$ cat src/rtl/ctlreg_pkg.sv
package ctlreg_pkg;

   typedef enum logic [2:0] {
      PH_IDLE, PH_SLV, PH_ADDR, PH_DATA, PH_HELD, PH_RD, PH_SKIP
   } phase_e;

   typedef struct packed {
      logic [1:0] pup;
      logic [1:0] wdt;
      logic       prot;
   } nv_t;

   localparam logic [7:0] IDLE_BYTE = 8'hFF;
   localparam logic [7:0] CMD_ARM_WR  = 8'h02;
   localparam logic [7:0] CMD_ARM_REG = 8'h06;

   function automatic logic [7:0] reg_view(nv_t nv, logic rwel, logic wel);
      return {nv.pup[1], nv.wdt, nv.prot, 1'b0, rwel, wel, nv.pup[0]};
   endfunction

endpackage

$ cat src/rtl/ctlreg_seq.sv
module ctlreg_seq
   import ctlreg_pkg::*;
#(
   parameter logic [3:0] SEL_NIBBLE = 4'hB,
   parameter logic [8:0] REG_ADDR   = 9'h1FF
) (
   input  logic       clk,
   input  logic       rst_n,
   input  logic       ev_start,
   input  logic       ev_stop,
   input  logic       ev_byte,
   input  logic [7:0] byte_in,
   input  logic       ev_rd,
   input  logic       busy,
   input  logic [7:0] view,
   output logic       ack_vld,
   output logic       ack,
   output logic       rd_vld,
   output logic [7:0] rd_data,
   output logic       commit,
   output logic [7:0] commit_data
);

   phase_e     ph_q, ph_n;
   logic       a8_q, a8_n;
   logic [7:0] data_q, data_n;
   logic       ack_n;
   logic [7:0] rd_n;

   always_comb begin
      ph_n   = ph_q;
      a8_n   = a8_q;
      data_n = data_q;
      ack_n  = 1'b0;
      rd_n   = IDLE_BYTE;
      commit = 1'b0;
      if (ev_start) begin
         ph_n = PH_SLV;
      end else if (ev_stop) begin
         commit = (ph_q == PH_HELD);
         ph_n   = PH_IDLE;
      end else if (ev_byte) begin
         if (busy) begin
            ph_n = PH_SKIP;
         end else begin
            unique case (ph_q)
               PH_SLV: begin
                  if (byte_in[7:4] == SEL_NIBBLE) begin
                     ack_n = 1'b1;
                     if (byte_in[0]) ph_n = PH_RD;
                     else begin
                        a8_n = byte_in[1];
                        ph_n = PH_ADDR;
                     end
                  end else begin
                     ph_n = PH_SKIP;
                  end
               end
               PH_ADDR: begin
                  if ({a8_q, byte_in} == REG_ADDR) begin
                     ack_n = 1'b1;
                     ph_n  = PH_DATA;
                  end else begin
                     ph_n = PH_SKIP;
                  end
               end
               PH_DATA: begin
                  ack_n  = 1'b1;
                  data_n = byte_in;
                  ph_n   = PH_HELD;
               end
               PH_HELD: ph_n = PH_HELD;
               default: ph_n = PH_SKIP;
            endcase
         end
      end else if (ev_rd) begin
         if (ph_q == PH_RD && !busy) begin
            rd_n = view;
            ph_n = PH_IDLE;
         end
      end
   end

   assign commit_data = data_q;

   always_ff @(posedge clk or negedge rst_n) begin
      if (!rst_n) begin
         ph_q    <= PH_IDLE;
         a8_q    <= 1'b0;
         data_q  <= '0;
         ack_vld <= 1'b0;
         ack     <= 1'b0;
         rd_vld  <= 1'b0;
         rd_data <= IDLE_BYTE;
      end else begin
         ph_q    <= ph_n;
         a8_q    <= a8_n;
         data_q  <= data_n;
         ack_vld <= ev_byte;
         ack     <= ack_n;
         rd_vld  <= ev_rd;
         rd_data <= rd_n;
      end
   end

endmodule

$ cat src/rtl/ctlreg_latch.sv
module ctlreg_latch
   import ctlreg_pkg::*;
#(
   parameter logic [4:0] NV_INIT = 5'b0
) (
   input  logic       clk,
   input  logic       rst_n,
   input  logic       commit,
   input  logic [7:0] cdata,
   input  logic       store_done,
   output nv_t        nv,
   output logic       wel,
   output logic       rwel,
   output logic       store_go
);

   nv_t pend_q;

   assign store_go = commit && rwel && (cdata[2:1] == 2'b01);

   always_ff @(posedge clk or negedge rst_n) begin
      if (!rst_n) begin
         nv     <= nv_t'(NV_INIT);
         pend_q <= nv_t'(NV_INIT);
         wel    <= 1'b0;
         rwel   <= 1'b0;
      end else begin
         if (store_go) begin
            pend_q <= '{pup: {cdata[7], cdata[0]}, wdt: cdata[6:5], prot: cdata[4]};
            wel    <= 1'b0;
            rwel   <= 1'b0;
         end else if (commit && cdata == CMD_ARM_WR) begin
            wel <= 1'b1;
         end else if (commit && cdata == CMD_ARM_REG && wel) begin
            rwel <= 1'b1;
         end
         if (store_done) nv <= pend_q;
      end
   end

endmodule

$ cat src/rtl/ctlreg_timer.sv
module ctlreg_timer #(
   parameter int CYCLES = 64
) (
   input  logic clk,
   input  logic rst_n,
   input  logic go,
   output logic busy,
   output logic done
);

   generate
      if (CYCLES == 1) begin : g_single
         logic busy_q;
         always_ff @(posedge clk or negedge rst_n) begin
            if (!rst_n) busy_q <= 1'b0;
            else        busy_q <= go;
         end
         assign busy = busy_q;
         assign done = busy_q;
      end else begin : g_count
         localparam int CNT_W = $clog2(CYCLES + 1);
         logic [CNT_W-1:0] cnt_q;
         always_ff @(posedge clk or negedge rst_n) begin
            if (!rst_n)              cnt_q <= '0;
            else if (go)             cnt_q <= CNT_W'(CYCLES);
            else if (cnt_q != '0)    cnt_q <= cnt_q - 1'b1;
         end
         assign busy = (cnt_q != '0);
         assign done = (cnt_q == CNT_W'(1));
      end
   endgenerate

endmodule

$ cat src/rtl/ctlreg_if.sv
module ctlreg_if
   import ctlreg_pkg::*;
#(
   parameter int         STORE_CYCLES = 64,
   parameter logic [3:0] SEL_NIBBLE   = 4'hB,
   parameter logic [8:0] REG_ADDR     = 9'h1FF,
   parameter logic [4:0] NV_INIT      = 5'b0
) (
   input  logic       clk,
   input  logic       rst_n,
   input  logic       ev_start,
   input  logic       ev_stop,
   input  logic       ev_byte,
   input  logic [7:0] byte_in,
   input  logic       ev_rd,
   output logic       ack_vld,
   output logic       ack,
   output logic       rd_vld,
   output logic [7:0] rd_data,
   output logic [1:0] pup_sel,
   output logic [1:0] wdt_sel,
   output logic       blk_prot,
   output logic       wr_en_lat,
   output logic       reg_wr_lat,
   output logic       store_busy
);

   generate
      if (STORE_CYCLES < 1) begin : g_bad_cycles
         $error("STORE_CYCLES must be at least 1");
      end
      if (REG_ADDR[8] !== 1'b0 && REG_ADDR[8] !== 1'b1) begin : g_bad_addr
         $error("REG_ADDR must be fully specified");
      end
   endgenerate

   nv_t        nv;
   logic       commit, store_go, store_done;
   logic [7:0] commit_data;
   logic [7:0] view;

   assign view = reg_view(nv, reg_wr_lat, wr_en_lat);

   ctlreg_seq #(.SEL_NIBBLE(SEL_NIBBLE), .REG_ADDR(REG_ADDR)) seq_i (
      .clk(clk), .rst_n(rst_n), .ev_start(ev_start), .ev_stop(ev_stop),
      .ev_byte(ev_byte), .byte_in(byte_in), .ev_rd(ev_rd), .busy(store_busy),
      .view(view), .ack_vld(ack_vld), .ack(ack), .rd_vld(rd_vld),
      .rd_data(rd_data), .commit(commit), .commit_data(commit_data)
   );

   ctlreg_latch #(.NV_INIT(NV_INIT)) latch_i (
      .clk(clk), .rst_n(rst_n), .commit(commit), .cdata(commit_data),
      .store_done(store_done), .nv(nv), .wel(wr_en_lat), .rwel(reg_wr_lat),
      .store_go(store_go)
   );

   ctlreg_timer #(.CYCLES(STORE_CYCLES)) timer_i (
      .clk(clk), .rst_n(rst_n), .go(store_go), .busy(store_busy), .done(store_done)
   );

   assign pup_sel  = nv.pup;
   assign wdt_sel  = nv.wdt;
   assign blk_prot = nv.prot;

endmodule

$ cat config.mk
export PLATFORM = sky130hd
export DESIGN_NAME = ctlreg_if
export DESIGN_NICKNAME = d
export VERILOG_FILES = /design/src/rtl/ctlreg_pkg.sv /design/src/rtl/ctlreg_seq.sv /design/src/rtl/ctlreg_latch.sv /design/src/rtl/ctlreg_timer.sv /design/src/rtl/ctlreg_if.sv
export SDC_FILE = /design/constraint.sdc
export NUM_CORES = 1
export LEC_CHECK = 0
export CELL_PAD_IN_SITES_DETAIL_PLACEMENT = 0
export CELL_PAD_IN_SITES_GLOBAL_PLACEMENT = 1
export CORE_AREA = 2 2 68 70
export DETAILED_ROUTE_END_ITERATION = 10
export DIE_AREA = 0 0 70 72
export PLACE_DENSITY_LB_ADDON = 0.1
export SLEW_MARGIN = 0
export SYNTH_ARGS = -nofsm -noshare
export SYNTH_HDL_FRONTEND = slang
export SYNTH_SLANG_ARGS = --single-unit
$ cat constraint.sdc
create_clock -name clk -period 3.76 [get_ports clk]
set_clock_uncertainty 0.15 [all_clocks]
set_input_delay 0.376 -clock clk [delete_from_list [all_inputs] [get_ports clk]]
set_output_delay 0.376 -clock clk [all_outputs]
set_load 0.02 [all_outputs]
==> flow_summary.yaml <==
power_and_ir_drop:
  leakage_nw: 1.03
  power_w: 0.000853
  power.internal_w: 0.000672
  vdd_drop_max_mv: 0.201
  swShare_pct: 21.2
  clkPwrFrac_pct: 41.4
  power_frac_seq_pct: 53.7
  pwr-share-comb_pct: 4.9
  power.density_nw_per_um2: 362
  power.switching_w: 0.000181
routing:
  firstDrtPassIters: 4
  routed.top_layer: "met4"
  vias_per_cell: 5.27
  drtIter0Drc: 41
  wirelength_um: 3550
  post_drt_wl_per_cell_um: 15.1
  vias: 1238
  wl_met2_um: 1660
  met3_length_um: 204
  drc_errors: 0
  wl_met1_um: 1600
  antenna_left: 0
placed_design:
  dp_hpwl_um: 2680
  gp_congestion: 0.885
  placedCellCount: 227
  portBuffers: 32
finish:
  final_cell_mix: "34 x dfrtp_1, 31 x clkdlybuf4s50_1, 11 x mux2_2, 9 x nor2_1"
  nets: 199
  num_antenna_cells: 0
  regArea_um2: 1060
  drive_above_1_share_pct: 23.5
  syn_to_final_growth_pct: 24.2
  layout_commonest_cell: "dfrtp_1"
  n_fill_cell: 370
  finalNonFillerCells: 235
  multi_input_area_um2: 793
outcome:
  status: "completed"
sta:
  hold_violations: 0
  setup_viol: 0
  fmax_ghz: 0.355
  tightest_slew_ns: 0.889
  slew_violations: 0
  fin_crit_sh_pct: 74.8
  tns_ns: 0
  grt_setup_unrepaired: "false"
  fin_crit_ns: 2.81
  relSlewSlack_pct: 40.7
worst_setup_path:
  crit_path_max_fanout: 6
  path_class: "reg -> out"
  crit_buf_inv: 3
  max_stage_delay_ns: 0.55
  cp_cell_sequence: "inv_1 -> ha_1 -> nor4b_4 -> and2_2 -> inv_1 -> clkdlybuf4s50_1"
  cp_data_arrival_time_ns: 2.29
  cp_top_family: "buffers and inverters"
  start_kind: "flop"
  critPathSlowestCell: "clkdlybuf4s50_1"
  worstPathRequired_ns: 3.23
  crit_top_cell: "inv_1"
  endpoint_kind: "output port"
clocking:
  clk_path_buf_depth: 2
  numCtsBuffers: 5
  cts_root_buf: "clkbuf_8"
  cts_num_sinks: 42
  clk_pin_slew_ns: 0.08
  post_cts_buffers: 0
  htreeDepth: 2
  cts_resized: 0
  clk_latency_ns: 0.30
  tritoncts: "yes"
  ctsHoldBuffers: 0
yosys:
  synth_edf_count: 0
  synth_area_leaders: "dfrtp_1 45%, dfstp_2 11%, mux2_2 6.5%"
  async_flop_share_pct: 100
  synth_warnings: 0
  synth.avg_cell_area_um2: 13.0
  syn_nets: 163
  ys_ff_latch: 42
  synthMuxAreaShare_pct: 12.8
  synthSimpleGateAreaFrac_pct: 19.7
  synth_cell_types: 40
  synth-compound-area-share_pct: 5.33
  yosys.area_share.xor_xnor_pct: 1.84
  ys_dominant_reg_cell: "dfrtp_1"
  synth_top_area_share_pct: 44.8
  synth_top_family_by_area: "simple AND/OR/NAND/NOR gates"
  ys_seq_area_share_pct: 55.8
  syn_inst: 146
  netlist_area_um2: 1900
  synthAdderAreaFrac_pct: 1.97
  synth_largest_area_cell: "dfrtp_1"
die:
  row_count: 24
  design.core.area_um2: 4260
  die_y_um: 72
  ios: 33
  die_w_um: 70
  initial_core_util_pct: 44.6
  die-area_um2: 5040
worst_hold_path:
  hold_class: "in -> async"
global_route:
  grt_pass1_wl_um: 6090
  overflow: 0
  grt_usage_pct: 15.8
  antenna_found_initial: 0
  grt_pass1_vias: 1216
  grt_max_degree: 43
flow_run:
  max_cap_violations: 0
## flip-flops by register name (all words and copies together) (netlist names)
name / cells
latch_i.rwel: 1
seq_i.ack: 1
timer_i.g_count.cnt_q: 7
seq_i.a8_q: 1
seq_i.ph_q: 3
seq_i.rd_data: 8
seq_i.ack_vld: 1
latch_i.nv: 5
seq_i.rd_vld: 1
latch_i.pend_q: 5
seq_i.commit_data: 8
latch_i.wel: 1
## cell type report
cell class	instances	share of cell area, %
Sequential cell	42	45.0
Multi-Input combinational cell	97	33.6
Timing Repair Buffer	32	13.4
Clock buffer	6	3.08
Tap cell	52	2.76
Clock inverter	2	1.59
Inverter	4	0.636
## routing by layer
metal / track usage [%] / vias to the layer above
met4: 8.12 / 0
met3: 5.28 / 8
li1: - / 591
met1: 20.6 / 598
met5: 0 / -
met2: 23.8 / 41
## synthesized netlist by cell type (3+ instances only)
| library cell | n |
|---|---|
| inv_1 | 4 |
| mux2_4 | 8 |
| nand2b_1 | 8 |
| dfstp_2 | 8 |
| nor2_1 | 9 |
| dfrtp_1 | 34 |
| nor3_1 | 6 |
| mux2_2 | 11 |
| ha_1 | 3 |
| nand2_1 | 7 |
| xnor2_1 | 4 |
| nand3_1 | 4 |
| a21oi_1 | 5 |
## power groups by stage
stage | registers [W] | logic [W] | clock network (W)
after floorplan | 0.000467 | 0.00000989 | 0
after global placement | 0.000467 | 0.0000425 | 0
after detailed placement | 0.000467 | 0.0000430 | 0
after CTS | 0.000458 | 0.0000431 | 0.000364
after global routing | 0.000459 | 0.0000465 | 0.000382
final | 0.000458 | 0.0000419 | 0.000353
## logic make-up after synthesis
logic type,count (synthesis)
and+or+nand+nor,56
DFF,42
muxes,19
AOI/OAI and AO/OA,15
buffers and inverters,7
xor gates and xnor gates,4
adders and majority gates,3
## metrics by stage
stage	utilization (%)	hold slack, ns	cell area [um2]	setup WS (ns)
6_report	55.3	0.0498	2360	0.946
4_1_cts	55.3	0.0756	2360	0.918
2_1_floorplan	-	-0.0696	1900	1.77
5_1_grt	55.3	0.133	2360	0.804
3_3_place_gp	52.8	0.324	2250	1.26
3_5_place_dp	52.8	0.328	2250	1.26
## final timing paths
| check | start | to | slack (ns) | cells past startpoint |
|---|---|---|---|---|
| max in group asynchronous | rst_n | latch_i.nv[4]$_DFFE_PN0P_ | 2.86 | 1 |
| hold reg to reg | latch_i.nv[0]$_DFFE_PN0P_ | seq_i.rd_data[4]$_DFF_PN1_ | 0.34 | 1 |
| setup / recovery | timer_i.g_count.cnt_q[0]$_DFFE_PN0P_ | store_busy | 0.95 | 6 |
| setup reg to reg | timer_i.g_count.cnt_q[0]$_DFFE_PN0P_ | seq_i.commit_data[3]$_DFFE_PN0P_ | 1.41 | 6 |
| hold / removal | rst_n | timer_i.g_count.cnt_q[2]$_DFFE_PN0P_ | 0.05 | 1 |
| min in group clk | latch_i.nv[0]$_DFFE_PN0P_ | seq_i.rd_data[4]$_DFF_PN1_ | 0.34 | 1 |
Note: power is estimated with default switching activity, not from simulation.
